--- config.mk ---
export PLATFORM = sky130hd
export DESIGN_NAME = sgd_dma_chan
export DESIGN_NICKNAME = d
export VERILOG_FILES = /design/src/rtl/sgd_dma_chan.sv
export SDC_FILE = /design/constraint.sdc
export NUM_CORES = 1
export LEC_CHECK = 0
export ABC_AREA = 1
export BUFFER_PORTS_ARGS = -buffer_cell sky130_fd_sc_hd__buf_2
export CAP_MARGIN = 0
export CORE_MARGIN = 4
export CORE_UTILIZATION = 55
export CTS_CLUSTER_SIZE = 16
export DETAILED_ROUTE_END_ITERATION = 6
export PLACE_DENSITY = 0.81
export SLEW_MARGIN = 40
export SYNTH_ARGS = -nofsm -noshare
export SYNTH_HDL_FRONTEND = slang
export SYNTH_SLANG_ARGS = --single-unit
--- constraint.sdc ---
create_clock -name clk -period 2.1 [get_ports clk]
set_input_delay 0.21 -clock clk [delete_from_list [all_inputs] [get_ports clk]]
set_output_delay 0.21 -clock clk [all_outputs]
set_load 0.005 [all_outputs]
--- src/rtl/sgd_dma_chan.sv ---
module sgd_dma_chan #(
  parameter int IDX_W = 8
) (
  input  logic        clk,
  input  logic        rst_n,
  input  logic        reg_wr,
  input  logic [1:0]  reg_addr,
  input  logic [31:0] reg_wdata,
  output logic [31:0] reg_rdata,
  output logic        mem_req,
  output logic        mem_we,
  output logic [31:0] mem_addr,
  output logic [31:0] mem_wdata,
  input  logic [31:0] mem_rdata,
  input  logic [31:0] snd_data_in,
  output logic [31:0] snd_data_out,
  output logic        snd_beat,
  output logic        irq
);
  localparam int CNT_W = 32 - IDX_W;

  typedef enum logic [2:0] {S_IDLE, S_PTR, S_FLG, S_LATCH, S_DATA, S_PAUSE} st_t;
  st_t st;

  logic [31:0]      base, cur_desc, buf_ptr;
  logic [CNT_W-1:0] remain;
  logic [IDX_W-1:0] cur_idx, done_idx;
  logic             m_eol, m_flg, m_stop;
  logic             c_auto, c_ieeol, c_ieflg, c_cap;
  logic             s_eol, s_flg, s_int, beat_q;

  wire ctl_wr  = reg_wr && reg_addr == 2'd0;
  wire sts_wr  = reg_wr && reg_addr == 2'd1;
  wire go      = ctl_wr && reg_wdata[0] && !reg_wdata[7];
  wire halt    = ctl_wr && reg_wdata[7];
  wire moving  = st == S_DATA && remain != '0;
  wire seg_end = st == S_DATA && remain == '0;
  wire ev_eol  = seg_end && m_eol;
  wire ev_flg  = seg_end && m_flg;
  wire active  = st != S_IDLE && st != S_PAUSE;

  logic unused_flag_bits;
  assign unused_flag_bits = &{1'b0, mem_rdata[28:CNT_W]};

  assign mem_req      = st == S_PTR || st == S_FLG || moving;
  assign mem_we       = moving && c_cap;
  assign mem_addr     = st == S_PTR ? cur_desc : st == S_FLG ? cur_desc + 32'd4 : buf_ptr;
  assign mem_wdata    = snd_data_in;
  assign snd_data_out = mem_rdata;
  assign snd_beat     = c_cap ? mem_we : beat_q;
  assign irq          = s_int;

  always_comb begin
    case (reg_addr)
      2'd0:    reg_rdata = {27'd0, c_cap, c_ieflg, c_ieeol, c_auto, 1'b0};
      2'd1:    reg_rdata = {28'd0, s_int, active, s_flg, s_eol};
      2'd2:    reg_rdata = base;
      default: reg_rdata = {done_idx, remain};
    endcase
  end

  always_ff @(posedge clk) begin
    if (!rst_n) begin
      {c_auto, c_ieeol, c_ieflg, c_cap} <= '0;
      base <= '0;
    end else begin
      if (ctl_wr) {c_cap, c_ieflg, c_ieeol, c_auto} <= reg_wdata[4:1];
      if (reg_wr && reg_addr == 2'd2) base <= reg_wdata;
    end
  end

  always_ff @(posedge clk) begin
    if (!rst_n) begin
      {s_eol, s_flg, s_int} <= '0;
    end else begin
      s_eol <= ev_eol | (s_eol & ~(sts_wr & reg_wdata[0]));
      s_flg <= ev_flg | (s_flg & ~(sts_wr & reg_wdata[1]));
      s_int <= (ev_eol & c_ieeol) | (ev_flg & c_ieflg) | (s_int & ~(sts_wr & reg_wdata[3]));
    end
  end

  always_ff @(posedge clk) begin
    if (!rst_n) begin
      st <= S_IDLE;
      cur_desc <= '0;
      buf_ptr <= '0;
      remain <= '0;
      cur_idx <= '0;
      done_idx <= '0;
      {m_eol, m_flg, m_stop} <= '0;
      beat_q <= 1'b0;
    end else if (halt) begin
      st <= S_IDLE;
      beat_q <= 1'b0;
    end else begin
      beat_q <= moving && !c_cap;
      case (st)
        S_IDLE: if (go) begin
          cur_desc <= base;
          cur_idx <= '0;
          st <= S_PTR;
        end
        S_PAUSE: if (go) st <= S_PTR;
        S_PTR: st <= S_FLG;
        S_FLG: begin
          buf_ptr <= mem_rdata;
          st <= S_LATCH;
        end
        S_LATCH: begin
          remain <= mem_rdata[CNT_W-1:0];
          {m_eol, m_flg, m_stop} <= mem_rdata[31:29];
          st <= S_DATA;
        end
        S_DATA: if (moving) begin
          buf_ptr <= buf_ptr + 32'd4;
          remain <= remain >= CNT_W'(4) ? remain - CNT_W'(4) : '0;
        end else begin
          done_idx <= cur_idx;
          if (m_eol) begin
            cur_desc <= base;
            cur_idx <= '0;
            st <= c_auto ? S_PTR : S_IDLE;
          end else begin
            cur_desc <= cur_desc + 32'd8;
            cur_idx <= cur_idx + 1'b1;
            st <= m_stop ? S_PAUSE : S_PTR;
          end
        end
        default: st <= S_IDLE;
      endcase
    end
  end


  addr_align_chk: assert property (@(posedge clk) disable iff (!rst_n)
    mem_req |-> mem_addr[1:0] == 2'b00);


  count_step_chk: assert property (@(posedge clk) disable iff (!rst_n)
    (moving && !halt && remain >= CNT_W'(4)) |=> remain == $past(remain) - CNT_W'(4));


  irq_cause_chk: assert property (@(posedge clk) disable iff (!rst_n)
    $rose(irq) |-> $past(ev_eol || ev_flg));


  flag_set_chk: assert property (@(posedge clk) disable iff (!rst_n)
    (ev_flg || ev_eol) |=> (s_flg || s_eol));


  eol_idle_chk: assert property (@(posedge clk) disable iff (!rst_n)
    (ev_eol && !c_auto && !halt) |=> !active && !mem_req);


  halt_chk: assert property (@(posedge clk) disable iff (!rst_n)
    halt |=> (!active && !mem_req && !snd_beat));
endmodule

## Word level (Yosys, flattened, before mapping)

Index checks and enable logic that the tools add are counted.
Widths: inputs -> output; s select.

- Register bits after elaboration: 150
- Bits of input ports: 101

- $lt $le $gt $ge: 1
- Reduce and logical (&&, ||, !) cells: 33
- Bitwise gates (word level): 18
- Equality and inequality tests: 12
- $add $sub $neg: 5
- Muxes and demuxes: 23

Operators by type and width:

| kind | count |
|---|---|
| $mux 32 | 6 |
| $pmux 32 s2 | 2 |
| $pmux 32 s3 | 1 |
| $add 32x3->32 const B | 2 |
| $mux 24 | 2 |
| $pmux 24 s2 | 1 |
| $add 32x4->32 const B | 1 |
| $ge 24x3->1 const B | 1 |
| $logic_not 24->1 | 1 |
| $mux 8 | 3 |
| $reduce_bool 24->1 | 1 |
| $sub 24x3->24 const B | 1 |
| $pmux 8 s2 | 1 |
| $pmux 3 s5 | 1 |
| $logic_and 1x1->1 | 13 |
| $mux 3 | 4 |
| $reduce_and 3->1 | 3 |
| $add 8x1->8 const B | 1 |
| $and 1x1->1 | 8 |
| $eq 3x2->1 const B | 2 |
| $eq 3x3->1 const B | 2 |
| $ne 2x2->1 const B | 3 |
| $not 1->1 | 6 |
| $reduce_bool 2->1 | 3 |
| 15 further kinds | 23 |

## Depth between registers and ports, before layout

Gate-level depths: netlist (run 1).

- Depth after elaboration: 6
- Mapped depth: 12

## Worst setup path before layout (run 1)

OpenSTA, ideal clock, no wires.

- Path type: reg2out
- Start point: reg cur_desc[2]
- End point: out mem_addr[28]
- Stages on the path, launching flop included: 10
- Data arrival time: 1.579 ns
- Path slack: 0.311 ns
- Required time: 1.890 ns
- Cells stage by stage: dfxtp_1 > ha_1 > inv_1 > nor2_1 > nand2_1 > nor2_1 > nand2_1 > xor2_1 > o21ai_0 > o21ai_0

- Longest elaborated chain between the ends: 3

RTL lines:

| what | line | text |
|---|---|---|
| from (decl) | 25 | `logic [31:0] base, cur_desc, buf_ptr;` |
| from (signal assigned) | 99 | `cur_desc <= base;` |
| from (signal assigned) | 120 | `cur_desc <= base;` |
| from (signal assigned) | 124 | `cur_desc <= cur_desc + 32'd8;` |
| $add 32x3->32 | 47 | `assign mem_addr = st == S_PTR ? cur_desc : st == S_FLG ? cur_desc + 32'd4 : buf_ptr;` |
| $mux 32 (2 in series) | 47 |  |
| to (decl) | 12 | `output logic [31:0] mem_addr,` |

Every way passes these cells.

## Final worst setup path (run 1)

- Start point: reg cur_desc[3]
- End point: out mem_addr[27]

Same word-level chain as after synthesis.

==> flow_summary.json, run 1 <==
{
  "port_buffers": 168,
  "setup_viol": 19,
  "drt-met1-wl_um": 16500,
  "dieArea_um2": 20900,
  "start_util_pct": 56.5,
  "synth_edf_count": 0,
  "wl_met2_um": 17000,
  "relSlewSlack_pct": 62.1,
  "min-delay-path-class": "primary input to flop",
  "total_power_uw": 15700,
  "final_cells": 2097,
  "synth_top_area_share_pct": 29.3,
  "clock_path_buffers": 2,
  "endpoint_kind": "output pin",
  "hold_buffers": 0,
  "grt_usage_pct": 36.5,
  "yosys_warnings": 0,
  "ys_top_cells_by_count": "nand2_1 (430), nor2_1 (256), o21ai_0 (174), inv_1 (163), dfxtp_1 (150)",
  "syn_area_um2": 10300,
  "regArea_um2": 3090,
  "grt_pass1_vias": 10600,
  "p_sw_uw": 7520,
  "numCtsBuffers": 17,
  "dp_hpwl_um": 29100,
  "drc": 0,
  "slew_violations": 0,
  "die_w_um": 145,
  "num-nets-final": 1962,
  "finalWorstSetupSlack_ns": -0.110,
  "tns_ns": -0.808,
  "multi_input_area_um2": 6340,
  "ys_types": 44,
  "hold_viol": 0,
  "required_ns": 1.89,
  "yosysTopAreaCell": "dfxtp_1",
  "syn_to_final_growth_pct": 24.3,
  "rsz0062_at_grt": "true",
  "yosysSeqAreaShare_pct": 29.3,
  "p_seq_share_pct": 28.0,
  "ys_seq_elements": 150,
  "maxCapViolCount": 0,
  "grt_max_degree": 94,
  "clock-sinks": 150,
  "syn_area_per_cell_um2": 6.06,
  "pwr-share-comb_pct": 51.5,
  "synthMostInstantiatedCell": "nand2_1",
  "htreeDepth": 4,
  "grt-ovfl-total": 0,
  "synthesis.nets": 1799,
  "first_iter_violations": 1206,
  "min_period_over_period_pct": 105,
  "yosys-top-cells-area": "dfxtp_1 (29%), nand2_1 (16%), nor2_1 (9.4%)",
  "drive_gt1_share_pct": 25.2,
  "utilization_pct": 70.3,
  "core_area_um2": 18100,
  "tightest_slew_ns": 0.566,
  "cts_tree": "built",
  "leakage_uw": 0.00559,
  "wl_met3_um": 3770,
  "routed.top_layer": "met5",
  "post_drt_wl_per_cell_um": 18.5,
  "fin_crit_ns": 2.21,
  "p_clk_share_pct": 20.4,
  "die_h_um": 145,
  "outcome": "complete, but fails checks",
  "ios": 233,
  "insertion_delay_ns": 0.44,
  "ir_worst_vdd_uv": 1020,
  "cp_max_fo": 4,
  "gp_congestion": 0.980,
  "p_sw_share_pct": 47.9,
  "wl_um": 38800,
  "finalClockSkew_ns": 0.0141,
  "violations": "negative setup slack",
  "antenna_found_initial": 1,
  "path_clk_slew_ns": 0.08,
  "worstSetupPathType": "flop to output pin",
  "ys_async_sr_fraction_pct": 0,
  "fill_cells": 1626,
  "critPathLaunchType": "flop",
  "ant_nets": 0,
  "n_antenna_cell": 0,
  "power_density_nw_per_um2": 1230,
  "viasPerCell": 5.72,
  "rows": 49,
  "drtPass1Iterations": 5,
  "grt_pass1_wl_um": 58700,
  "vias": 12000,
  "intPower_uw": 8170,
  "place_inst": 2025,
  "critPathArrivalTime_ns": 2.00,
  "ys.flop_type": "dfxtp_1",
  "max_freq_mhz": 453,
  "netlist_instances": 1692,
  "cts_root_buf": "clkbuf_16"
}
worst max-delay path, stage by stage, from the launching register on:
cell and delay, ns:
dfxtp_4 0.39, ha_4 0.15, nand3_4 0.08, nor2_4 0.18, nand2_4 0.11, nor3_4 0.15, xor2_1 0.22, o21ai_1 0.10
nand2_1 0.07, buf_2 0.11
stage by stage:
stage	area (µm²)	hold WS (ns)	setup WS, ns
finish	12800	0.0411	-0.110
global route	12800	0.0608	-0.201
CTS	12300	0.0385	-0.0893
detailed placement	11100	0.420	0.0148
global placement	11100	0.409	0.0793
floorplan	10300	0.345	0.311
routing by layer:
layer / global-route usage, % / up-vias
met4: 14.8 / 2
met3: 5.56 / 113
met2: 55.3 / 686
met5: 0 / -
li1: - / 5732
met1: 52.1 / 5465
cell families (layout without fill, tap and decap cells):
| kind of cell | count (synthesis) | in the layout | share of synthesized area [%] |
|---|---|---|---|
| xor gates and xnor gates | 43 | 43 | 3.67 |
| AOI/OAI and AO/OA | 342 | 342 | 17.8 |
| and+or+nand+nor | 849 | 849 | 34.5 |
| buffers and inverters | 302 | 478 | 14.1 |
| adders and majority gates | 6 | 6 | 0.732 |
| DFF | 150 | 150 | 29.3 |
registers in the layout, summed over array words and instances, names as in the netlist:
name,count
base,32
buf_ptr,32
cur_desc,32
remain,24
cur_idx,8
done_idx,8
st,3
beat_q,1
c_auto,1
c_cap,1
c_ieeol,1
c_ieflg,1
irq,1
m_eol,1
m_flg,1
m_stop,1
s_eol,1
s_flg,1
cell usage in the layout, fill, tap and decap left out, types with 17 or more instances in the layout:
cell type,Yosys,final
inv_1,163,153
a21oi_1,117,115
nand3_1,109,104
dfxtp_4,0,19
nor2_4,3,25
nand2_4,3,17
o21ai_0,174,158
buf_4,69,91
nand2_1,430,398
buf_2,21,168
clkbuf_16,0,18
dfxtp_1,150,117
nor2_1,256,222
xor2_1,37,34
nor2_2,8,20
nand2_2,3,21
o21ai_1,7,22
power groups by stage:
stage               Clock, µW  Combinational, µW  Sequential (µW)
floorplan                   0               4850             4090
global placement            0               6970             4310
detailed placement          0               7080             4320
CTS                      3190               7510             4310
global route             3340               8790             4480
finish                   3210               8090             4400
worst paths after layout:
check | from | to | depth (start not counted) | slack [ns]
worst max-delay path | cur_desc[3]$_SDFFE_PN0P_ | mem_addr[27] | 9 | -0.11
worst min register to register | c_cap$_SDFFE_PN0N_ | beat_q$_SDFF_PP0_ | 1 | 0.44
worst min-delay path | reg_wdata[30] | base[30]$_SDFFE_PN0P_ | 3 | 0.04
worst max register to register | cur_desc[3]$_SDFFE_PN0P_ | cur_desc[28]$_SDFFE_PN0P_ | 10 | 0.13
layout make-up:
cell class,instances,share of cell area [%]
timing repair buffer,274,13.8
sequential,150,24.2
tap,229,2.25
clock inverter,15,1.54
multi-input combinational,1240,49.7
inverter,172,5.17
clock buffer,17,3.33
timing repair:
| action | in CTS | in global routing |
|---|---|---|
| setup endpoints to repair | 35 | 43 |
| gates resized for setup | 143 | 86 |
| pin swaps | 20 | 35 |
| buffers inserted | 23 | 16 |
| gates cloned | 1 | 1 |
Power figures use the tool's default switching activity.
==> inputs of run 2 (changes only) <==
CELL_PAD_IN_SITES_DETAIL_PLACEMENT = 1   (was not set)
CELL_PAD_IN_SITES_GLOBAL_PLACEMENT = 1   (was not set)
CORE_UTILIZATION = 38   (was 55)
PLACE_DENSITY = not set   (was 0.81)
PLACE_DENSITY_LB_ADDON = 0.1   (was not set)
==> flow_summary.json, run 2 (synthesis results as in run 1) <==
{
  "grt_use_met2_pct": 48.1,
  "drtPass1Iterations": 5,
  "insertion_delay_ns": 0.45,
  "tns_ns": -2.90,
  "grt_use_met3_pct": 3.75,
  "endpoint_kind": "output pin",
  "dp_hpwl_um": 33900,
  "fill_cells": 3580,
  "multi_input_area_um2": 6410,
  "hold_viol": 0,
  "viasPerCell": 5.50,
  "final_cell_mix": "nand2_1 (394), nor2_1 (218), buf_2 (167)",
  "antenna_found_initial": 1,
  "path_clk_slew_ns": 0.07,
  "final_common_cell": "nand2_1",
  "relSlewSlack_pct": 60.6,
  "setup_viol": 29,
  "maxCapViolCount": 0,
  "start_util_pct": 39.0,
  "n_antenna_cell": 0,
  "grt_pass1_wl_um": 68800,
  "utilization_pct": 49.9,
  "min-delay-path-class": "primary input to flop",
  "clock_path_buffers": 2,
  "clock-sinks": 150,
  "required_ns": 1.89,
  "ir_worst_vdd_uv": 604,
  "grt_pass1_vias": 11900,
  "first_iter_violations": 1002,
  "die_w_um": 172,
  "grtUsageMet1_pct": 41.9,
  "wl_um": 47000,
  "post_drt_wl_per_cell_um": 21.2,
  "finalClockSkew_ns": 0.0237,
  "numCtsBuffers": 17,
  "leakage_uw": 0.00558,
  "regArea_um2": 3100,
  "syn_to_final_growth_pct": 27.7,
  "ios": 233,
  "min_period_over_period_pct": 111,
  "critPathLaunchType": "flop",
  "grt_usage_pct": 30.0,
  "holdWs_ns": 0.0340,
  "slew_violations": 0,
  "largest_registers": "base (32), buf_ptr (32), cur_desc (32)",
  "tightest_slew_ns": 0.587,
  "grt-ovfl-total": 0,
  "cp_max_fo": 4,
  "place_inst": 2133,
  "core_area_um2": 26300,
  "fin_area_um2": 13100,
  "critPathArrivalTime_ns": 2.12,
  "power_density_nw_per_um2": 1260,
  "outcome": "complete, but fails checks",
  "fin_crit_ns": 2.33,
  "grt_max_degree": 93,
  "postPlaceCellArea_um2": 11300,
  "rsz0062_at_grt": "true",
  "port_buffers": 168,
  "violations": "negative setup slack",
  "cts_tree": "built",
  "drive_gt1_share_pct": 26.4,
  "worstSetupPathType": "flop to output pin",
  "grt.busiest_layer": "met2",
  "ant_nets": 0,
  "finalWorstSetupSlack_ns": -0.233,
  "max_freq_mhz": 429,
  "die_h_um": 172,
  "drc": 0,
  "num-nets-final": 1973,
  "cts_root_buf": "clkbuf_16",
  "gp_congestion": 0.943,
  "dieArea_um2": 29700,
  "htreeDepth": 4,
  "final_cells": 2214,
  "vias": 12200,
  "rows": 59
}
==> run 2: metrics by stage <==
step	setup WS, ns	total power (µW)
after CTS	-0.0857	15600
final	-0.233	16500
after detailed placement	0.00914	11900
after floorplan	0.311	8940
after global routing	-0.243	17500
after global placement	0.0718	11700
==> run 2: repair_timing <==
| action | 4_1_cts | 5_1_grt |
|---|---|---|
| hold buffers | 0 | 0 |
| buffers inserted | 22 | 27 |
| hold endpoints to repair | 0 | 0 |
| pin swaps | 29 | 24 |
| endpoints found under the setup margin | 35 | 50 |
| gates resized for setup | 145 | 98 |
| cloned | 1 | 1 |
==> run 2: area by class of cell <==
| cell class | instances | share of cell area, % |
|---|---|---|
| clock buffers | 17 | 3.25 |
| well taps | 335 | 3.20 |
| clock inverters | 15 | 1.48 |
| inverters | 172 | 5.08 |
| repair buffers | 285 | 14.4 |
| flip-flops and latches | 150 | 23.7 |
| multi-input cells | 1240 | 48.9 |
==> run 2: per-layer routing <==
metal,share of wire (%),wire (µm),vias up
met5,0.030,14,-
met4,3.7,1760,2
met1,45,21100,5863
li1,-,-,5748
met2,45,21300,470
met3,6.1,2860,89
==> run 2: critical path: stages (launching register included) <==
cell      delay [ns]
dfxtp_4         0.38
ha_4            0.14
inv_2           0.04
nor2_4          0.23
buf_4           0.16
buf_6           0.08
buf_4           0.11
nand2_1         0.09
nand3_1         0.14
o211ai_1        0.15
buf_2           0.16
==> run 2: final timing paths <==
path                                  from                   endpoint  slack [ns]  cells after the start
setup reg to reg  cur_desc[3]$_SDFFE_PN0P_  cur_desc[19]$_SDFFE_PN0P_        0.14                     14
setup / recovery  cur_desc[3]$_SDFFE_PN0P_                mem_addr[6]       -0.23                     10
hold reg to reg         c_cap$_SDFFE_PN0N_          beat_q$_SDFF_PP0_        0.43                      1
hold / removal                reg_wdata[2]       c_ieeol$_SDFFE_PN0N_        0.03                      3
==> run 2: power breakdown <==
part           switching, µW  total [µW]  leakage, µW  internal [µW]
Clock                   1660        3290     0.000300           1630
Sequential               871        4420      0.00124           3550
Combinational           5550        8740      0.00404           3200
